**src/rtl/mbx_pkg.sv**
```systemverilog
package mbx_pkg;
  // Register word offsets that do not depend on the parameter count
  localparam int OFS_CTRL   = 0;
  localparam int OFS_CMD    = 1;
  localparam int OFS_PARAM0 = 2;

  // Control register bit positions
  localparam int CTRL_BELL = 0;
  localparam int CTRL_ERR  = 1;

  typedef enum logic [1:0] {
    FW_ABSENT  = 2'd0,
    FW_LOADED  = 2'd1,
    FW_RUNNING = 2'd2
  } fw_state_e;

  localparam logic [7:0] OP_SR_ENTER   = 8'h20;
  localparam logic [7:0] OP_SR_LEAVE   = 8'h21;
  localparam logic [7:0] OP_SR_CONFIG  = 8'h23;
  localparam logic [7:0] OP_WAIT_LOOP  = 8'h31;
  localparam logic [7:0] OP_PWM_FRAC   = 8'h6A;
  localparam logic [7:0] OP_CTRL_INIT  = 8'h88;
  localparam logic [7:0] OP_IRAM_READY = 8'h89;
  localparam logic [7:0] OP_PHY_HOLD   = 8'h90;
  localparam logic [7:0] OP_PHY_FREE   = 8'h91;

  function automatic logic op_known(input logic [7:0] op);
    case (op)
      OP_SR_ENTER, OP_SR_LEAVE, OP_SR_CONFIG, OP_WAIT_LOOP, OP_PWM_FRAC,
      OP_CTRL_INIT, OP_IRAM_READY, OP_PHY_HOLD, OP_PHY_FREE: op_known = 1'b1;
      default: op_known = 1'b0;
    endcase
  endfunction
endpackage

```
**src/rtl/mbx_doorbell.sv**
```systemverilog
module mbx_doorbell (
  input  logic clk,
  input  logic rst_n,
  input  logic ring,
  input  logic done,
  input  logic err_clr,
  input  logic blocked,
  output logic bell_q,
  output logic err_q
);
  logic bell_d;
  logic err_d;

  // A ring in the same cycle as a completion keeps the bell up
  always_comb begin
    bell_d = bell_q;
    if (done) bell_d = 1'b0;
    if (ring) bell_d = 1'b1;
    err_d = err_q;
    if (err_clr) err_d = 1'b0;
    if (blocked) err_d = 1'b1;
  end

  always_ff @(posedge clk or negedge rst_n) begin
    if (!rst_n) begin
      bell_q <= 1'b0;
      err_q  <= 1'b0;
    end else begin
      bell_q <= bell_d;
      err_q  <= err_d;
    end
  end
endmodule

```
**src/rtl/mbx_regfile.sv**
```systemverilog
module mbx_regfile #(
  parameter int DATA_W    = 32,
  parameter int NUM_PARAM = 3,
  parameter int ADDR_W    = 4
) (
  input  logic                        clk,
  input  logic                        rst_n,
  input  logic                        cmd_we,
  input  logic                        par_we,
  input  logic [ADDR_W-1:0]           par_sel,
  input  logic [DATA_W-1:0]           wdata,
  output logic [DATA_W-1:0]           cmd_q,
  output logic [NUM_PARAM*DATA_W-1:0] par_q
);
  logic [DATA_W-1:0] cmd_d;

  always_comb cmd_d = wdata;

  always_ff @(posedge clk or negedge rst_n) begin
    if (!rst_n)      cmd_q <= '0;
    else if (cmd_we) cmd_q <= cmd_d;
  end

  for (genvar gi = 0; gi < NUM_PARAM; gi++) begin : g_par
    logic              en;
    logic [DATA_W-1:0] d;
    logic [DATA_W-1:0] q;

    always_comb begin
      en = par_we && (par_sel == ADDR_W'(gi));
      d  = wdata;
    end

    always_ff @(posedge clk or negedge rst_n) begin
      if (!rst_n)  q <= '0;
      else if (en) q <= d;
    end

    assign par_q[gi*DATA_W +: DATA_W] = q;
  end
endmodule

```
**src/rtl/mbx_fw_state.sv**
```systemverilog
module mbx_fw_state (
  input  logic       clk,
  input  logic       rst_n,
  input  logic       we,
  input  logic [1:0] wdata,
  output logic [1:0] state_q
);
  import mbx_pkg::*;

  logic       en;
  logic [1:0] state_d;

  // Only the three defined readiness codes are accepted
  always_comb begin
    state_d = wdata;
    en      = we && (wdata <= FW_RUNNING);
  end

  always_ff @(posedge clk or negedge rst_n) begin
    if (!rst_n)  state_q <= FW_ABSENT;
    else if (en) state_q <= state_d;
  end
endmodule

```
**src/rtl/mbx_host_mailbox.sv**
```systemverilog
module mbx_host_mailbox #(
  parameter int ADDR_W    = 4,
  parameter int DATA_W    = 32,
  parameter int NUM_PARAM = 3
) (
  input  logic                        clk,
  input  logic                        rst_n,
  input  logic [ADDR_W-1:0]           host_addr,
  input  logic                        host_wr,
  input  logic                        host_rd,
  input  logic [DATA_W-1:0]           host_wdata,
  output logic [DATA_W-1:0]           host_rdata,
  input  logic                        uc_in_reset,
  output logic                        uc_irq,
  output logic [DATA_W-1:0]           uc_cmd,
  output logic                        uc_op_known,
  output logic [NUM_PARAM*DATA_W-1:0] uc_param,
  input  logic                        uc_done,
  input  logic                        uc_state_we,
  input  logic [1:0]                  uc_state_wdata
);
  import mbx_pkg::*;

  localparam logic [ADDR_W-1:0] A_CTRL   = ADDR_W'(OFS_CTRL);
  localparam logic [ADDR_W-1:0] A_CMD    = ADDR_W'(OFS_CMD);
  localparam logic [ADDR_W-1:0] A_PARAM0 = ADDR_W'(OFS_PARAM0);
  localparam logic [ADDR_W-1:0] A_FW     = ADDR_W'(OFS_PARAM0 + NUM_PARAM);
  localparam logic [ADDR_W-1:0] A_STAT   = ADDR_W'(OFS_PARAM0 + NUM_PARAM + 1);

  logic              wr_ctrl, wr_cmd, wr_par;
  logic              bell_q, err_q;
  logic [1:0]        fw_q;
  logic [DATA_W-1:0] rd_d;

  // Host write decode; command and parameter writes are guarded by the bell
  always_comb begin
    wr_ctrl = host_wr && (host_addr == A_CTRL);
    wr_cmd  = host_wr && (host_addr == A_CMD);
    wr_par  = host_wr && (host_addr >= A_PARAM0) && (host_addr < A_FW);
  end

  mbx_doorbell u_bell (
    .clk     (clk),
    .rst_n   (rst_n),
    .ring    (wr_ctrl && host_wdata[CTRL_BELL]),
    .done    (uc_done),
    .err_clr (wr_ctrl && host_wdata[CTRL_ERR]),
    .blocked ((wr_cmd || wr_par) && bell_q),
    .bell_q  (bell_q),
    .err_q   (err_q)
  );

  mbx_regfile #(
    .DATA_W    (DATA_W),
    .NUM_PARAM (NUM_PARAM),
    .ADDR_W    (ADDR_W)
  ) u_regs (
    .clk     (clk),
    .rst_n   (rst_n),
    .cmd_we  (wr_cmd && !bell_q),
    .par_we  (wr_par && !bell_q),
    .par_sel (host_addr - A_PARAM0),
    .wdata   (host_wdata),
    .cmd_q   (uc_cmd),
    .par_q   (uc_param)
  );

  mbx_fw_state u_fw (
    .clk     (clk),
    .rst_n   (rst_n),
    .we      (uc_state_we),
    .wdata   (uc_state_wdata),
    .state_q (fw_q)
  );

  always_comb begin
    uc_irq      = bell_q && !uc_in_reset;
    uc_op_known = op_known(uc_cmd[7:0]);
  end

  // Read multiplexer, registered on the read strobe
  always_comb begin
    rd_d = '0;
    if (host_addr == A_CTRL) begin
      rd_d[CTRL_BELL] = bell_q;
      rd_d[CTRL_ERR]  = err_q;
    end
    if (host_addr == A_CMD)  rd_d = uc_cmd;
    for (int i = 0; i < NUM_PARAM; i++) begin
      if (host_addr == A_PARAM0 + ADDR_W'(i)) rd_d = uc_param[i*DATA_W +: DATA_W];
    end
    if (host_addr == A_FW)   rd_d[1:0] = fw_q;
    if (host_addr == A_STAT) rd_d[0] = uc_in_reset;
  end

  always_ff @(posedge clk or negedge rst_n) begin
    if (!rst_n)       host_rdata <= '0;
    else if (host_rd) host_rdata <= rd_d;
  end
endmodule

```
**config.mk**
```make
export PLATFORM = sky130hd
export DESIGN_NAME = mbx_host_mailbox
export DESIGN_NICKNAME = d
export VERILOG_FILES = /design/src/rtl/mbx_pkg.sv /design/src/rtl/mbx_doorbell.sv /design/src/rtl/mbx_regfile.sv /design/src/rtl/mbx_fw_state.sv /design/src/rtl/mbx_host_mailbox.sv
export SDC_FILE = /design/constraint.sdc
export NUM_CORES = 1
export LEC_CHECK = 0
export BUFFER_PORTS_ARGS = -buffer_cell sky130_fd_sc_hd__buf_2
export CAP_MARGIN = 40
export CORE_UTILIZATION = 35
export DETAILED_ROUTE_END_ITERATION = 16
export GPL_TIMING_DRIVEN = 0
export HOLD_SLACK_MARGIN = 0.03
export PLACE_DENSITY = 0.59
export SYNTH_ARGS = -nofsm -noshare
export SYNTH_HDL_FRONTEND = slang
export SYNTH_SLANG_ARGS = --single-unit
```
**constraint.sdc**
```tcl
create_clock -name clk -period 3.1 [get_ports clk]
set_clock_uncertainty 0.15 [all_clocks]
set_input_delay 0.775 -clock clk [delete_from_list [all_inputs] [get_ports clk]]
set_output_delay 0.775 -clock clk [all_outputs]
set_load 0.01 [all_outputs]
```
==> metrics.yaml <==
status: "complete, no violations"
htree_levels: 4
layout_common_cells: "buf_2 (218), dfrtp_1 (164), mux2_2 (94)"
finalHoldViolations: 0
place_area_um2: 8480
final_common_cell: "buf_2"
combPwrFrac: 0.199
synthCells: 545
worst_pin_slew_ns: 0.744
drt_first_iter_violations: 329
critPathLaunchType: "primary input"
grt_pass1_vias: 5398
dp_slack_ns: -0.676
grt_setup_unrepaired: "no"
yosys.area.top_type: "dfrtp_1"
core_area_um2: 19700
rows: 51
finalSetupViolations: 0
dp.cells: 1017
final_cells: 1049
synth_top_area_frac: 0.580
arrival_ns: 3.01
p_sw_w: 0.00186
avgSynthCellArea_um2: 13.0
rrSetupSlack_ns: 1.20
hold_class: "primary input to asynchronous set/reset pin"
post_drt_wl_per_cell_um: 20.9
pwr-share-seq: 0.447
switching_share: 0.292
end_kind: "flop"
grt_pass1_wl_mm: 32.4
grt-ovfl-total: 0
synth_edf_count: 0
synthDistinctLibCells: 45
critPathCapture: "u_regs.g_par[0].q[12]"
synth_nets: 591
ff2ff_path_depth: 4
leakage_nw: 4.52
die_area_um2: 20800
gp_congestion: 0.763
dp_hpwl_mm: 15.1
firstDrtPassIters: 4
wirelength_mm: 21.9
die_w_um: 144
grt_antenna_before_repair: 3
ioPinCount: 207
max_freq_ghz: 0.350
grt_util_all_layers: 0.214
syn_area_um2: 7080
cts.path.max_buffers: 2
vias: 5504
synthTopCellsByArea: "dfrtp_1 (58%), mux2_2 (15%), mux2_1 (5.4%), a21oi_1 (3.4%), o221ai_1 (2.6%)"
period_needed_ns: 2.86
drv_cap: 0
maxSlewViolCount: 0
pwr-share-clk: 0.354
path_max_fanout: 16
nets: 816
synth-seq-cells: 164
drc: 0
period_share: 0.921
ant_nets: 0
grt_max_degree: 92
startpoint: "host_addr[1]"
r2r-start: "u_bell.bell_q"
yosysSeqAreaShare: 0.580
viasPerCell: 5.25
finalWorstSetupSlack_ns: 0.244
cts_tree: "done"
cts_hold_buf: 0
die_h_um: 144
syn2layout_area_growth_pct: 28.6
clockRootBuffer: "clkbuf_16"
post_cts_buffers: 0
ir_worst_vdd_v: 0.000344
synth-async-reset-ratio: 1.00
p_int_w: 0.00451
r2r-end: "u_regs.g_par[0].q[4]"
port-buffer-count: 206
yosysWarningCount: 0
start_util: 0.360
cts.reportedPaths.clkPinSlew_ns: 0.06
slew_headroom: 0.504
post_cts_resize_count: 2
p_per_area_nw_per_um2: 699
insertion_delay_ns: 0.42
numClockSinks: 164
synth-main-ff-cell: "dfrtp_1"
worstPathRequired_ns: 3.26
numCtsBuffers: 17
fin_area_um2: 9110
whs_ns: 0.159
drive_gt1_frac: 0.455
setup.worst_path.class: "primary input to flop"
## cells by family (layout without fill, tap and decap cells)
| group | count (synthesis) | after routing | synth area share |
|---|---|---|---|
| AO/OA/AOI/OAI | 138 | 138 | 0.127 |
| XOR/XNOR | 2 | 2 | 0.00247 |
| adder cells (fa/ha/maj) | 1 | 1 | 0.00177 |
| buffers and inverters | 45 | 283 | 0.0306 |
| flip-flops | 164 | 164 | 0.580 |
| multiplexers | 131 | 131 | 0.208 |
| other | 0 | 1 | 0 |
| AND/OR/NAND/NOR | 64 | 64 | 0.0514 |
## stage by stage
step / util / TNS [ns] / total power [W]
floorplan: - / 0 / 0.00347
global route: 0.464 / 0 / 0.00667
detailed placement: 0.432 / -48.91 / 0.00416
CTS: 0.463 / 0 / 0.00643
global placement: 0.430 / -307.11 / 0.00413
finish: 0.464 / 0 / 0.00637
## worst max-delay path: stages
cell      delay (ns)
buf_2           0.28
clkbuf_2        0.36
inv_1           0.08
ha_1            0.29
and4bb_2        0.26
nand3_1         0.20
buf_2           0.36
mux2_2          0.38
## worst min-delay path by stage
| stage | start | endpoint | slack, ns | depth (start not counted) |
|---|---|---|---|---|
| after floorplan | u_bell.err_q | u_bell.err_q | 0.29 | 2 |
| after global placement | u_bell.err_q | u_bell.err_q | 0.31 | 2 |
| after detailed placement | u_bell.err_q | u_bell.err_q | 0.32 | 2 |
| after CTS | rst_n | u_regs.g_par[1].q[5] | 0.17 | 1 |
| after global routing | rst_n | u_regs.g_par[1].q[5] | 0.19 | 1 |
| final | rst_n | u_regs.g_par[1].q[5] | 0.16 | 1 |
## cells in the mapped netlist (5+ instances only)
library cell,n
nand3b_1,9
buf_2,14
mux2_2,94
o221ai_1,21
inv_1,5
o22ai_1,21
dfrtp_1,164
o21ai_0,13
a22oi_1,8
nor2_1,31
mux2_1,34
clkbuf_1,17
a31oi_1,8
a21oi_1,48
a22o_1,10
## flip-flops by register name, summed over array words and instances (netlist names)
signal and cells:
u_regs.g_par.q 96, host_rdata 32, u_regs.cmd_q 32, u_fw.state_q 2, u_bell.bell_q 1, u_bell.err_q 1
## power groups by stage
stage,clock network (W),registers [W],logic [W]
2_1_floorplan,0,0.00300,0.000471
3_3_place_gp,0,0.00288,0.00125
3_5_place_dp,0,0.00288,0.00128
4_1_cts,0.00231,0.00284,0.00128
5_1_grt,0.00239,0.00290,0.00138
6_report,0.00226,0.00285,0.00127
## metal layers
layer	routed length [um]	vias to the layer above	GRT usage	part of all wire
met5	26	-	0	0.0012
met4	442	4	0.0759	0.020
met3	1160	28	0.0493	0.053
met2	10400	178	0.336	0.47
met1	9940	2802	0.289	0.45
li1	-	2492	-	-
## cell type report
class	count	area, um2
Fill cell	1891	10500
Clock buffer	20	447
Buffer	39	198
Clock inverter	12	179
Inverter	5	18.8
Antenna cell	1	2.50
Multi-Input combinational cell	336	2760
Sequential cell	164	4100
Timing Repair Buffer	207	1070
Tap cell	265	332
(Power assumes the default switching activity.)
